--- config.mk ---
export PLATFORM = sky130hd
export DESIGN_NAME = priv_status_ctl
export DESIGN_NICKNAME = d
export VERILOG_FILES = /design/src/rtl/psc_pkg.sv /design/src/rtl/psc_op_arbiter.sv /design/src/rtl/psc_regs.sv /design/src/rtl/psc_eval.sv /design/src/rtl/priv_status_ctl.sv
export SDC_FILE = /design/constraint.sdc
export NUM_CORES = 1
export LEC_CHECK = 0
export ABC_CLOCK_PERIOD_IN_PS = 2300
export BUFFER_PORTS_ARGS = -buffer_cell sky130_fd_sc_hd__buf_2
export CAP_MARGIN = 0
export CORE_MARGIN = 5
export CORE_UTILIZATION = 55
export CTS_BUF_LIST = sky130_fd_sc_hd__clkbuf_16
export DETAILED_ROUTE_END_ITERATION = 6
export GPL_TIMING_DRIVEN = 0
export PLACE_DENSITY = 0.81
export SLEW_MARGIN = 25
export SYNTH_ARGS = -nofsm -noshare
export SYNTH_HDL_FRONTEND = slang
export SYNTH_SLANG_ARGS = --single-unit
--- constraint.sdc ---
create_clock -name clk -period 2.3 [get_ports clk]
set_input_delay 0.345 -clock clk [delete_from_list [all_inputs] [get_ports clk]]
set_output_delay 0.345 -clock clk [all_outputs]
set_load 0.05 [all_outputs]
--- src/rtl/psc_pkg.sv ---
package psc_pkg;
    localparam int DW        = 32;
    localparam int AW        = 3;
    localparam int HW_IRQ    = 6;
    localparam int HWR_N     = 4;
    localparam int HWR_IDX_W = $clog2(HWR_N);
    localparam int CODE_W    = 5;
    localparam int PEND_W    = 8;

    localparam logic [DW-1:0] STATUS_WMASK = 32'hF878_FF17;
    localparam logic [DW-1:0] CAUSE_WMASK  = 32'h00C0_0300;
    localparam logic [DW-1:0] STATUS_RST   = 32'h0000_0004;
    localparam logic [DW-1:0] LINK_DEAD    = 32'h0000_0001;

    localparam int ST_IE   = 0;
    localparam int ST_EXL  = 1;
    localparam int ST_ERL  = 2;
    localparam int ST_UM   = 4;
    localparam int ST_CU0  = 28;
    localparam int IM_LO   = 8;
    localparam int IP_LO   = 8;
    localparam int IPHW_LO = IP_LO + 2;
    localparam int CODE_LO = 2;
    localparam int DBG_DM  = 30;

    typedef enum logic [AW-1:0] {
        SEL_STATUS = 3'd0,
        SEL_CAUSE  = 3'd1,
        SEL_EPC    = 3'd2,
        SEL_ERRPC  = 3'd3,
        SEL_DEPC   = 3'd4,
        SEL_HWENA  = 3'd5,
        SEL_LINK   = 3'd6,
        SEL_DBG    = 3'd7
    } reg_sel_e;

    typedef enum logic [2:0] {
        OP_IDLE, OP_RAISE, OP_ERET, OP_DRET, OP_WRITE, OP_DI, OP_EI
    } op_e;

    typedef enum logic [2:0] {
        PRIV_DEBUG, PRIV_ERROR, PRIV_EXCEPT, PRIV_KERNEL, PRIV_USER
    } priv_e;
endpackage

--- src/rtl/psc_op_arbiter.sv ---
module psc_op_arbiter
    import psc_pkg::*;
(
    input  logic reg_we_i,
    input  logic eret_i,
    input  logic dret_i,
    input  logic di_i,
    input  logic ei_i,
    input  logic exc_raise_i,
    output op_e  op_o
);
    always_comb begin
        if (exc_raise_i)   op_o = OP_RAISE;
        else if (eret_i)   op_o = OP_ERET;
        else if (dret_i)   op_o = OP_DRET;
        else if (reg_we_i) op_o = OP_WRITE;
        else if (di_i)     op_o = OP_DI;
        else if (ei_i)     op_o = OP_EI;
        else               op_o = OP_IDLE;
    end
endmodule

--- src/rtl/psc_regs.sv ---
module psc_regs
    import psc_pkg::*;
(
    input  logic              clk,
    input  logic              rst_n,
    input  op_e               op_i,
    input  reg_sel_e          sel_i,
    input  logic [DW-1:0]     wdata_i,
    input  logic [CODE_W-1:0] exc_code_i,
    input  logic [DW-1:0]     exc_pc_i,
    input  logic [HW_IRQ-1:0] irq_hw_i,
    input  logic              irq_take_i,
    output logic [DW-1:0]     status_o,
    output logic [DW-1:0]     cause_o,
    output logic [DW-1:0]     epc_o,
    output logic [DW-1:0]     errpc_o,
    output logic [DW-1:0]     depc_o,
    output logic [HWR_N-1:0]  hwena_o,
    output logic [DW-1:0]     link_o,
    output logic              dm_o
);
    logic [DW-1:0]    status_q, status_d;
    logic [DW-1:0]    cause_q, cause_d;
    logic [DW-1:0]    epc_q, epc_d;
    logic [DW-1:0]    errpc_q, errpc_d;
    logic [DW-1:0]    depc_q, depc_d;
    logic [HWR_N-1:0] hwena_q, hwena_d;
    logic [DW-1:0]    link_q, link_d;
    logic             dm_q, dm_d;

    always_comb begin
        status_d = status_q;
        cause_d  = cause_q;
        epc_d    = epc_q;
        errpc_d  = errpc_q;
        depc_d   = depc_q;
        hwena_d  = hwena_q;
        link_d   = link_q;
        dm_d     = dm_q;
        if (irq_take_i) cause_d[CODE_LO +: CODE_W] = '0;
        unique case (op_i)
            OP_RAISE: begin
                status_d[ST_EXL]           = 1'b1;
                epc_d                      = exc_pc_i;
                cause_d[CODE_LO +: CODE_W] = exc_code_i;
            end
            OP_ERET: begin
                if (status_q[ST_ERL]) status_d[ST_ERL] = 1'b0;
                else                  status_d[ST_EXL] = 1'b0;
                link_d = LINK_DEAD;
            end
            OP_DRET: begin
                dm_d   = 1'b1;
                link_d = LINK_DEAD;
            end
            OP_WRITE: begin
                unique case (sel_i)
                    SEL_STATUS: status_d = (status_q & ~STATUS_WMASK) | (wdata_i & STATUS_WMASK);
                    SEL_CAUSE:  cause_d  = (cause_d & ~CAUSE_WMASK) | (wdata_i & CAUSE_WMASK);
                    SEL_EPC:    epc_d    = wdata_i;
                    SEL_ERRPC:  errpc_d  = wdata_i;
                    SEL_DEPC:   depc_d   = wdata_i;
                    SEL_HWENA:  hwena_d  = wdata_i[HWR_N-1:0];
                    SEL_LINK:   link_d   = wdata_i;
                    SEL_DBG:    dm_d     = wdata_i[DBG_DM];
                endcase
            end
            OP_DI:   status_d[ST_IE] = 1'b0;
            OP_EI:   status_d[ST_IE] = 1'b1;
            OP_IDLE: ;
        endcase
        cause_d[IPHW_LO +: HW_IRQ] = irq_hw_i;
    end

    always_ff @(posedge clk) begin
        if (!rst_n) begin
            status_q <= STATUS_RST;
            cause_q  <= '0;
            epc_q    <= '0;
            errpc_q  <= '0;
            depc_q   <= '0;
            hwena_q  <= '0;
            link_q   <= '0;
            dm_q     <= 1'b0;
        end else begin
            status_q <= status_d;
            cause_q  <= cause_d;
            epc_q    <= epc_d;
            errpc_q  <= errpc_d;
            depc_q   <= depc_d;
            hwena_q  <= hwena_d;
            link_q   <= link_d;
            dm_q     <= dm_d;
        end
    end

    assign status_o = status_q;
    assign cause_o  = cause_q;
    assign epc_o    = epc_q;
    assign errpc_o  = errpc_q;
    assign depc_o   = depc_q;
    assign hwena_o  = hwena_q;
    assign link_o   = link_q;
    assign dm_o     = dm_q;

    // unmasked status bits survive a status write
    p_status_keep_r2: assert property (@(posedge clk) disable iff (!rst_n)
        (op_i == OP_WRITE && sel_i == SEL_STATUS) |=>
        ((status_q & ~STATUS_WMASK) == ($past(status_q) & ~STATUS_WMASK)));

    // ERL is served first and EXL is left alone
    p_erl_first_r5: assert property (@(posedge clk) disable iff (!rst_n)
        (op_i == OP_ERET && status_q[ST_ERL]) |=>
        (!status_q[ST_ERL] && status_q[ST_EXL] == $past(status_q[ST_EXL])));

    // without ERL the return drops EXL
    p_exl_clear_r6: assert property (@(posedge clk) disable iff (!rst_n)
        (op_i == OP_ERET && !status_q[ST_ERL]) |=> !status_q[ST_EXL]);

    // debug return enters debug mode
    p_dret_dm_r7: assert property (@(posedge clk) disable iff (!rst_n)
        (op_i == OP_DRET) |=> dm_q);

    // any return kills the link
    p_link_dead_r9: assert property (@(posedge clk) disable iff (!rst_n)
        (op_i == OP_ERET || op_i == OP_DRET) |=> (link_q == LINK_DEAD));

    // a taken interrupt wipes the exception code
    p_code_clear_r11: assert property (@(posedge clk) disable iff (!rst_n)
        (irq_take_i && op_i != OP_RAISE) |=> (cause_q[CODE_LO +: CODE_W] == '0));

    // disable and enable act on IE
    p_di_r12: assert property (@(posedge clk) disable iff (!rst_n)
        (op_i == OP_DI) |=> !status_q[ST_IE]);
    p_ei_r12: assert property (@(posedge clk) disable iff (!rst_n)
        (op_i == OP_EI) |=> status_q[ST_IE]);

    // exception entry records the PC
    p_raise_epc_r14: assert property (@(posedge clk) disable iff (!rst_n)
        (op_i == OP_RAISE) |=> (status_q[ST_EXL] && epc_q == $past(exc_pc_i)));
endmodule

--- src/rtl/psc_eval.sv ---
module psc_eval
    import psc_pkg::*;
(
    input  logic                 clk,
    input  logic                 rst_n,
    input  op_e                  op_i,
    input  logic [DW-1:0]        status_i,
    input  logic [PEND_W-1:0]    pend_i,
    input  logic [DW-1:0]        epc_i,
    input  logic [DW-1:0]        errpc_i,
    input  logic [DW-1:0]        depc_i,
    input  logic [HWR_N-1:0]     hwena_i,
    input  logic                 dm_i,
    input  logic                 hwr_req_i,
    input  logic [HWR_IDX_W-1:0] hwr_idx_i,
    output logic [DW-1:0]        next_pc_o,
    output logic                 pc_load_o,
    output logic [DW-1:0]        old_status_o,
    output logic                 user_mode_o,
    output logic                 irq_take_o,
    output logic                 hwr_grant_o,
    output logic                 ri_exc_o
);
    priv_e priv;
    logic  irq_open;
    logic  pend_hit;
    logic  hwr_ok;

    always_comb begin
        if (dm_i)                  priv = PRIV_DEBUG;
        else if (status_i[ST_ERL]) priv = PRIV_ERROR;
        else if (status_i[ST_EXL]) priv = PRIV_EXCEPT;
        else if (status_i[ST_UM])  priv = PRIV_USER;
        else                       priv = PRIV_KERNEL;
    end

    always_comb begin
        unique case (priv)
            PRIV_USER:   begin user_mode_o = 1'b1; irq_open = 1'b1; end
            PRIV_KERNEL: begin user_mode_o = 1'b0; irq_open = 1'b1; end
            PRIV_DEBUG, PRIV_ERROR, PRIV_EXCEPT:
                         begin user_mode_o = 1'b0; irq_open = 1'b0; end
            default:     begin user_mode_o = 1'b0; irq_open = 1'b0; end
        endcase
    end

    assign pend_hit   = |(status_i[IM_LO +: PEND_W] & pend_i);
    assign irq_take_o = irq_open && status_i[ST_IE] && pend_hit;

    always_comb begin
        next_pc_o    = '0;
        pc_load_o    = 1'b0;
        old_status_o = '0;
        unique case (op_i)
            OP_ERET: begin
                pc_load_o = 1'b1;
                next_pc_o = status_i[ST_ERL] ? errpc_i : epc_i;
            end
            OP_DRET: begin
                pc_load_o = 1'b1;
                next_pc_o = depc_i;
            end
            OP_DI, OP_EI: old_status_o = status_i;
            OP_IDLE, OP_RAISE, OP_WRITE: ;
            default: ;
        endcase
    end

    assign hwr_ok      = !user_mode_o || hwena_i[hwr_idx_i] || status_i[ST_CU0];
    assign hwr_grant_o = hwr_req_i && hwr_ok;
    assign ri_exc_o    = hwr_req_i && !hwr_ok;

    // grant and fault never together
    p_hwr_excl_r13: assert property (@(posedge clk) disable iff (!rst_n)
        !(hwr_grant_o && ri_exc_o));

    // user mode never overlaps debug mode
    p_user_nodebug_r10: assert property (@(posedge clk) disable iff (!rst_n)
        user_mode_o |-> !dm_i);

    // no interrupt inside exception, error or debug context
    p_take_ctx_r11: assert property (@(posedge clk) disable iff (!rst_n)
        irq_take_o |-> (!dm_i && !status_i[ST_EXL] && !status_i[ST_ERL]));

    // entry suppresses any redirect
    p_raise_nopc_r14: assert property (@(posedge clk) disable iff (!rst_n)
        (op_i == OP_RAISE) |-> !pc_load_o);
endmodule

--- src/rtl/priv_status_ctl.sv ---
module priv_status_ctl
    import psc_pkg::*;
(
    input  logic                 clk,
    input  logic                 rst_n,
    input  logic                 reg_we_i,
    input  logic [AW-1:0]        reg_addr_i,
    input  logic [DW-1:0]        reg_wdata_i,
    output logic [DW-1:0]        reg_rdata_o,
    input  logic                 eret_i,
    input  logic                 dret_i,
    input  logic                 di_i,
    input  logic                 ei_i,
    input  logic                 exc_raise_i,
    input  logic [CODE_W-1:0]    exc_code_i,
    input  logic [DW-1:0]        exc_pc_i,
    input  logic [HW_IRQ-1:0]    irq_hw_i,
    input  logic                 hwr_req_i,
    input  logic [HWR_IDX_W-1:0] hwr_idx_i,
    output logic [DW-1:0]        next_pc_o,
    output logic                 pc_load_o,
    output logic [DW-1:0]        old_status_o,
    output logic                 user_mode_o,
    output logic                 irq_take_o,
    output logic                 hwr_grant_o,
    output logic                 ri_exc_o
);
    op_e              op;
    reg_sel_e         sel;
    logic [DW-1:0]    status, cause, epc, errpc, depc, link;
    logic [HWR_N-1:0] hwena;
    logic             dm;

    assign sel = reg_sel_e'(reg_addr_i);

    psc_op_arbiter u_arb (
        .reg_we_i    (reg_we_i),
        .eret_i      (eret_i),
        .dret_i      (dret_i),
        .di_i        (di_i),
        .ei_i        (ei_i),
        .exc_raise_i (exc_raise_i),
        .op_o        (op)
    );

    psc_regs u_regs (
        .clk        (clk),
        .rst_n      (rst_n),
        .op_i       (op),
        .sel_i      (sel),
        .wdata_i    (reg_wdata_i),
        .exc_code_i (exc_code_i),
        .exc_pc_i   (exc_pc_i),
        .irq_hw_i   (irq_hw_i),
        .irq_take_i (irq_take_o),
        .status_o   (status),
        .cause_o    (cause),
        .epc_o      (epc),
        .errpc_o    (errpc),
        .depc_o     (depc),
        .hwena_o    (hwena),
        .link_o     (link),
        .dm_o       (dm)
    );

    psc_eval u_eval (
        .clk          (clk),
        .rst_n        (rst_n),
        .op_i         (op),
        .status_i     (status),
        .pend_i       (cause[IP_LO +: PEND_W]),
        .epc_i        (epc),
        .errpc_i      (errpc),
        .depc_i       (depc),
        .hwena_i      (hwena),
        .dm_i         (dm),
        .hwr_req_i    (hwr_req_i),
        .hwr_idx_i    (hwr_idx_i),
        .next_pc_o    (next_pc_o),
        .pc_load_o    (pc_load_o),
        .old_status_o (old_status_o),
        .user_mode_o  (user_mode_o),
        .irq_take_o   (irq_take_o),
        .hwr_grant_o  (hwr_grant_o),
        .ri_exc_o     (ri_exc_o)
    );

    always_comb begin
        unique case (sel)
            SEL_STATUS: reg_rdata_o = status;
            SEL_CAUSE:  reg_rdata_o = cause;
            SEL_EPC:    reg_rdata_o = epc;
            SEL_ERRPC:  reg_rdata_o = errpc;
            SEL_DEPC:   reg_rdata_o = depc;
            SEL_HWENA:  reg_rdata_o = {{(DW-HWR_N){1'b0}}, hwena};
            SEL_LINK:   reg_rdata_o = link;
            SEL_DBG:    reg_rdata_o = {{(DW-DBG_DM-1){1'b0}}, dm, {DBG_DM{1'b0}}};
        endcase
    end

    // a debug return that loses to an exception return leaves debug mode as it was
    p_eret_wins_r8: assert property (@(posedge clk) disable iff (!rst_n)
        (eret_i && dret_i && !exc_raise_i) |=> $stable(dm));
endmodule

==> out/metrics.cfg <==
[hold_path]
hold_depth = 2
worstHoldStart = irq_hw_i[0]
min_path_type = primary input to flop
whs_endpoint = u_regs.cause_o[10]$_SDFF_PN0_

[floorplanning]
core_um2 = 15300
row_count = 45
die_h_um = 135
die_area_um2 = 18400
fp.dieW_um = 135
start_util_pct = 56.5
ios = 190

[yosys]
synth_edf_count = 0
postSynthCellCount = 1150
synth-main-ff-cell = dfxtp_1
synthTopCellsByArea = dfxtp_1 39%, nand2_1 13%, mux2i_1 9.4%
synth_top_area_cell = dfxtp_1
synth_seq_cells = 169
async_flop_share_pct = 0
yosys.area.top_type_share_pct = 39.1
ys_seq_area_share_pct = 39.1
avgSynthCellArea_um2 = 7.53
synth_area_um2 = 8660
yosysWarnings = 0
synth_cell_type_count = 50

[route]
vias = 9956
firstDrtPassIters = 7
remaining_drc_errors = 0
avgViaCountPerCell = 6.31
antenna_left = 0
routedWlPerCell_um = 22.5
drt_iter0_markers = 1641
totalWireLength_mm = 35.5

[pwr]
powerDensity_nw_per_um2 = 643
p_int_mw = 5.00
combPwrFrac_pct = 15.2
p_clk_share_pct = 41.6
p_switching_mw = 2.06
p_leak_nw = 4.52
total_power_mw = 7.06
p_seq_share_pct = 43.2
ir_drop_mv = 0.584
p_sw_share_pct = 29.2

[sta]
slew_viol_final = 0
relSlewSlack_pct = 44.6
holdWs_ps = 113
finalCritPeriodShare_pct = 100
hold_violations = 0
clock_skew_ps = 7.28
finalWorstSetupSlack_ps = -9.22
setup_violations = 1
timing.final.crit_period_ps = 2310
fmax_mhz = 433
worstMarginPinSlew_ps = 831

[worst_setup_path]
worstSetupStartpointType = flop
critPathArrivalTime_ps = 1960
crit_fanout = 10
r2r_start = u_regs.status_o[15]$_SDFFE_PN0P_
path_class = flop to output port
r2r_cells = 5
endpoint_kind = output port
rrSetupSlack_ps = 480
r2r-end = u_regs.cause_o[5]$_SDFF_PN0_
critPathRequiredTime_ps = 1960

[run_status]
violations = negative setup slack
status = finished, violations left

[place]
portBuffers = 175
placed_cell_area_um2 = 10100
finalWeightedCongestion = 1.02
hpwl_mm = 24.7
dp.cells = 1546
place_ws_ps = -871

[clock_tree]
clk_latency_ps = 440
path_clk_slew_ps = 60
cts_buffers = 17
cts.path.max_buffers = 2
cts_tree = done
clock-sinks = 169
cts_root_buf = clkbuf_16
htreeDepth = 4

[finish]
area_growth_pct = 26.8
drive_gt1_share_pct = 25.3
nFillCells = 1271
num_antenna_cells = 0
seqCellArea_um2 = 3380
design_area_um2 = 11000
final_cell_count_no_fill = 1579
fin_nets = 1444
multiInputGateArea_um2 = 5130

[global_routing]
grt_pass1_vias = 9284
track_usage_pct = 37.8
antenna_found_initial = 0
grt_overflow_total = 0
grt_max_degree = 17
grt_pass1_wl_mm = 52.6

[job]
maxCapViolCount = 0

## worst max path at each step
stage,start,cells after the start,end
floorplan,exc_raise_i,5,next_pc_o[20]
global placement,reg_addr_i[0],6,reg_rdata_o[17]
detailed placement,reg_addr_i[0],6,reg_rdata_o[25]
CTS,reg_addr_i[1],9,reg_rdata_o[11]
global route,eret_i,6,old_status_o[10]
finish,u_regs.status_o[2]$_SDFFE_PN1P_,4,reg_rdata_o[2]
## power by group through the flow
stage	combinational (mW)	sequential, mW	clock (mW)
final	1.07	3.05	2.93
after global routing	1.11	3.06	3.02
after CTS	1.03	3.05	2.89
after detailed placement	0.998	3.11	0
after global placement	0.990	3.11	0
after floorplan	0.642	3.09	0
## critical path: stages (launching register included)
cell	delay (ps)
dfxtp_1	370
buf_8	190
mux4_2	470
mux2_2	300
buf_4	190
## per-stage QoR
step | util, % | TNS [ps]
2_1_floorplan | - | -956
3_3_place_gp | 66.2 | -49390
3_5_place_dp | 66.2 | -51000
4_1_cts | 71.3 | 0
5_1_grt | 71.7 | -377
6_report | 71.7 | -9.22
## placed cells by master (no fill, tap or decap), types with 5 or more instances in the layout
cell	Yosys	final
dfxtp_1	169	169
a21o_1	5	5
o21ai_1	42	43
buf_2	15	169
o22ai_4	0	6
nand4_1	32	32
clkbuf_1	68	41
mux2i_1	81	78
a211oi_1	6	6
clkbuf_16	0	17
a31oi_1	33	33
o22ai_2	0	9
o21ai_0	71	42
conb_1	1	11
nand2b_1	5	5
a21oi_1	114	109
nand2_1	305	305
buf_6	3	10
clkbuf_4	0	14
and2_1	28	28
a22oi_1	5	5
nor2_1	30	29
nor3_1	8	7
inv_1	8	10
nand3_1	28	28
buf_4	14	33
o22a_1	8	8
o21ai_2	0	28
clkbuf_2	2	15
## flip-flops by register name (all words and copies together) (netlist names)
| signal | count |
|---|---|
| u_regs.link_o | 32 |
| u_regs.epc_o | 32 |
| u_regs.depc_o | 32 |
| u_regs.status_o | 21 |
| u_regs.cause_o | 15 |
| u_regs.errpc_o | 32 |
| u_regs.hwena_o | 4 |
| u_regs.dm_o | 1 |
## timing repair
| action | in CTS | in global routing |
|---|---|---|
| setup buffers | 1 | 0 |
| resized for setup | 86 | 31 |
| endpoints found under the setup margin | 86 | 63 |
| hold buffers | 0 | 0 |
## layer usage
metal / wire (um) / GRT usage (%) / vias to the layer above / part of all wire (%)
li1: - / - / 4415 / -
met1: 13000 / 49.0 / 4551 / 37
met2: 15500 / 58.0 / 825 / 44
met3: 5180 / 10.9 / 165 / 15
met4: 1760 / 17.9 / 0 / 4.9
met5: 0 / 0 / - / 0
## cell usage after synthesis, types with 9 or more instances
cell type	count
nand2_1	305
dfxtp_1	169
a21oi_1	114
mux2i_1	81
o21ai_0	71
clkbuf_1	68
o21ai_1	42
a31oi_1	33
nand4_1	32
nor2_1	30
and2_1	28
nand3_1	28
o22ai_1	18
buf_2	15
buf_4	14
buf_1	9
## cell families after synthesis
family | share of synthesized area, %
AND/OR/NAND/NOR | 23.4
AO/OA/AOI/OAI | 20.8
flip-flops | 39.1
buffers and inverters | 6.27
multiplexers | 10.4
other | 0.0433
## cell type report
type,instances,area share [%]
clock inverter,15,1.47
tap,211,2.40
sequential,169,30.8
buffer,111,5.94
timing repair buffer,176,8.56
inverter,8,0.273
multi-input combinational,872,46.7
clock buffer,17,3.87
No activity file was read; power rests on OpenSTA's default activity.
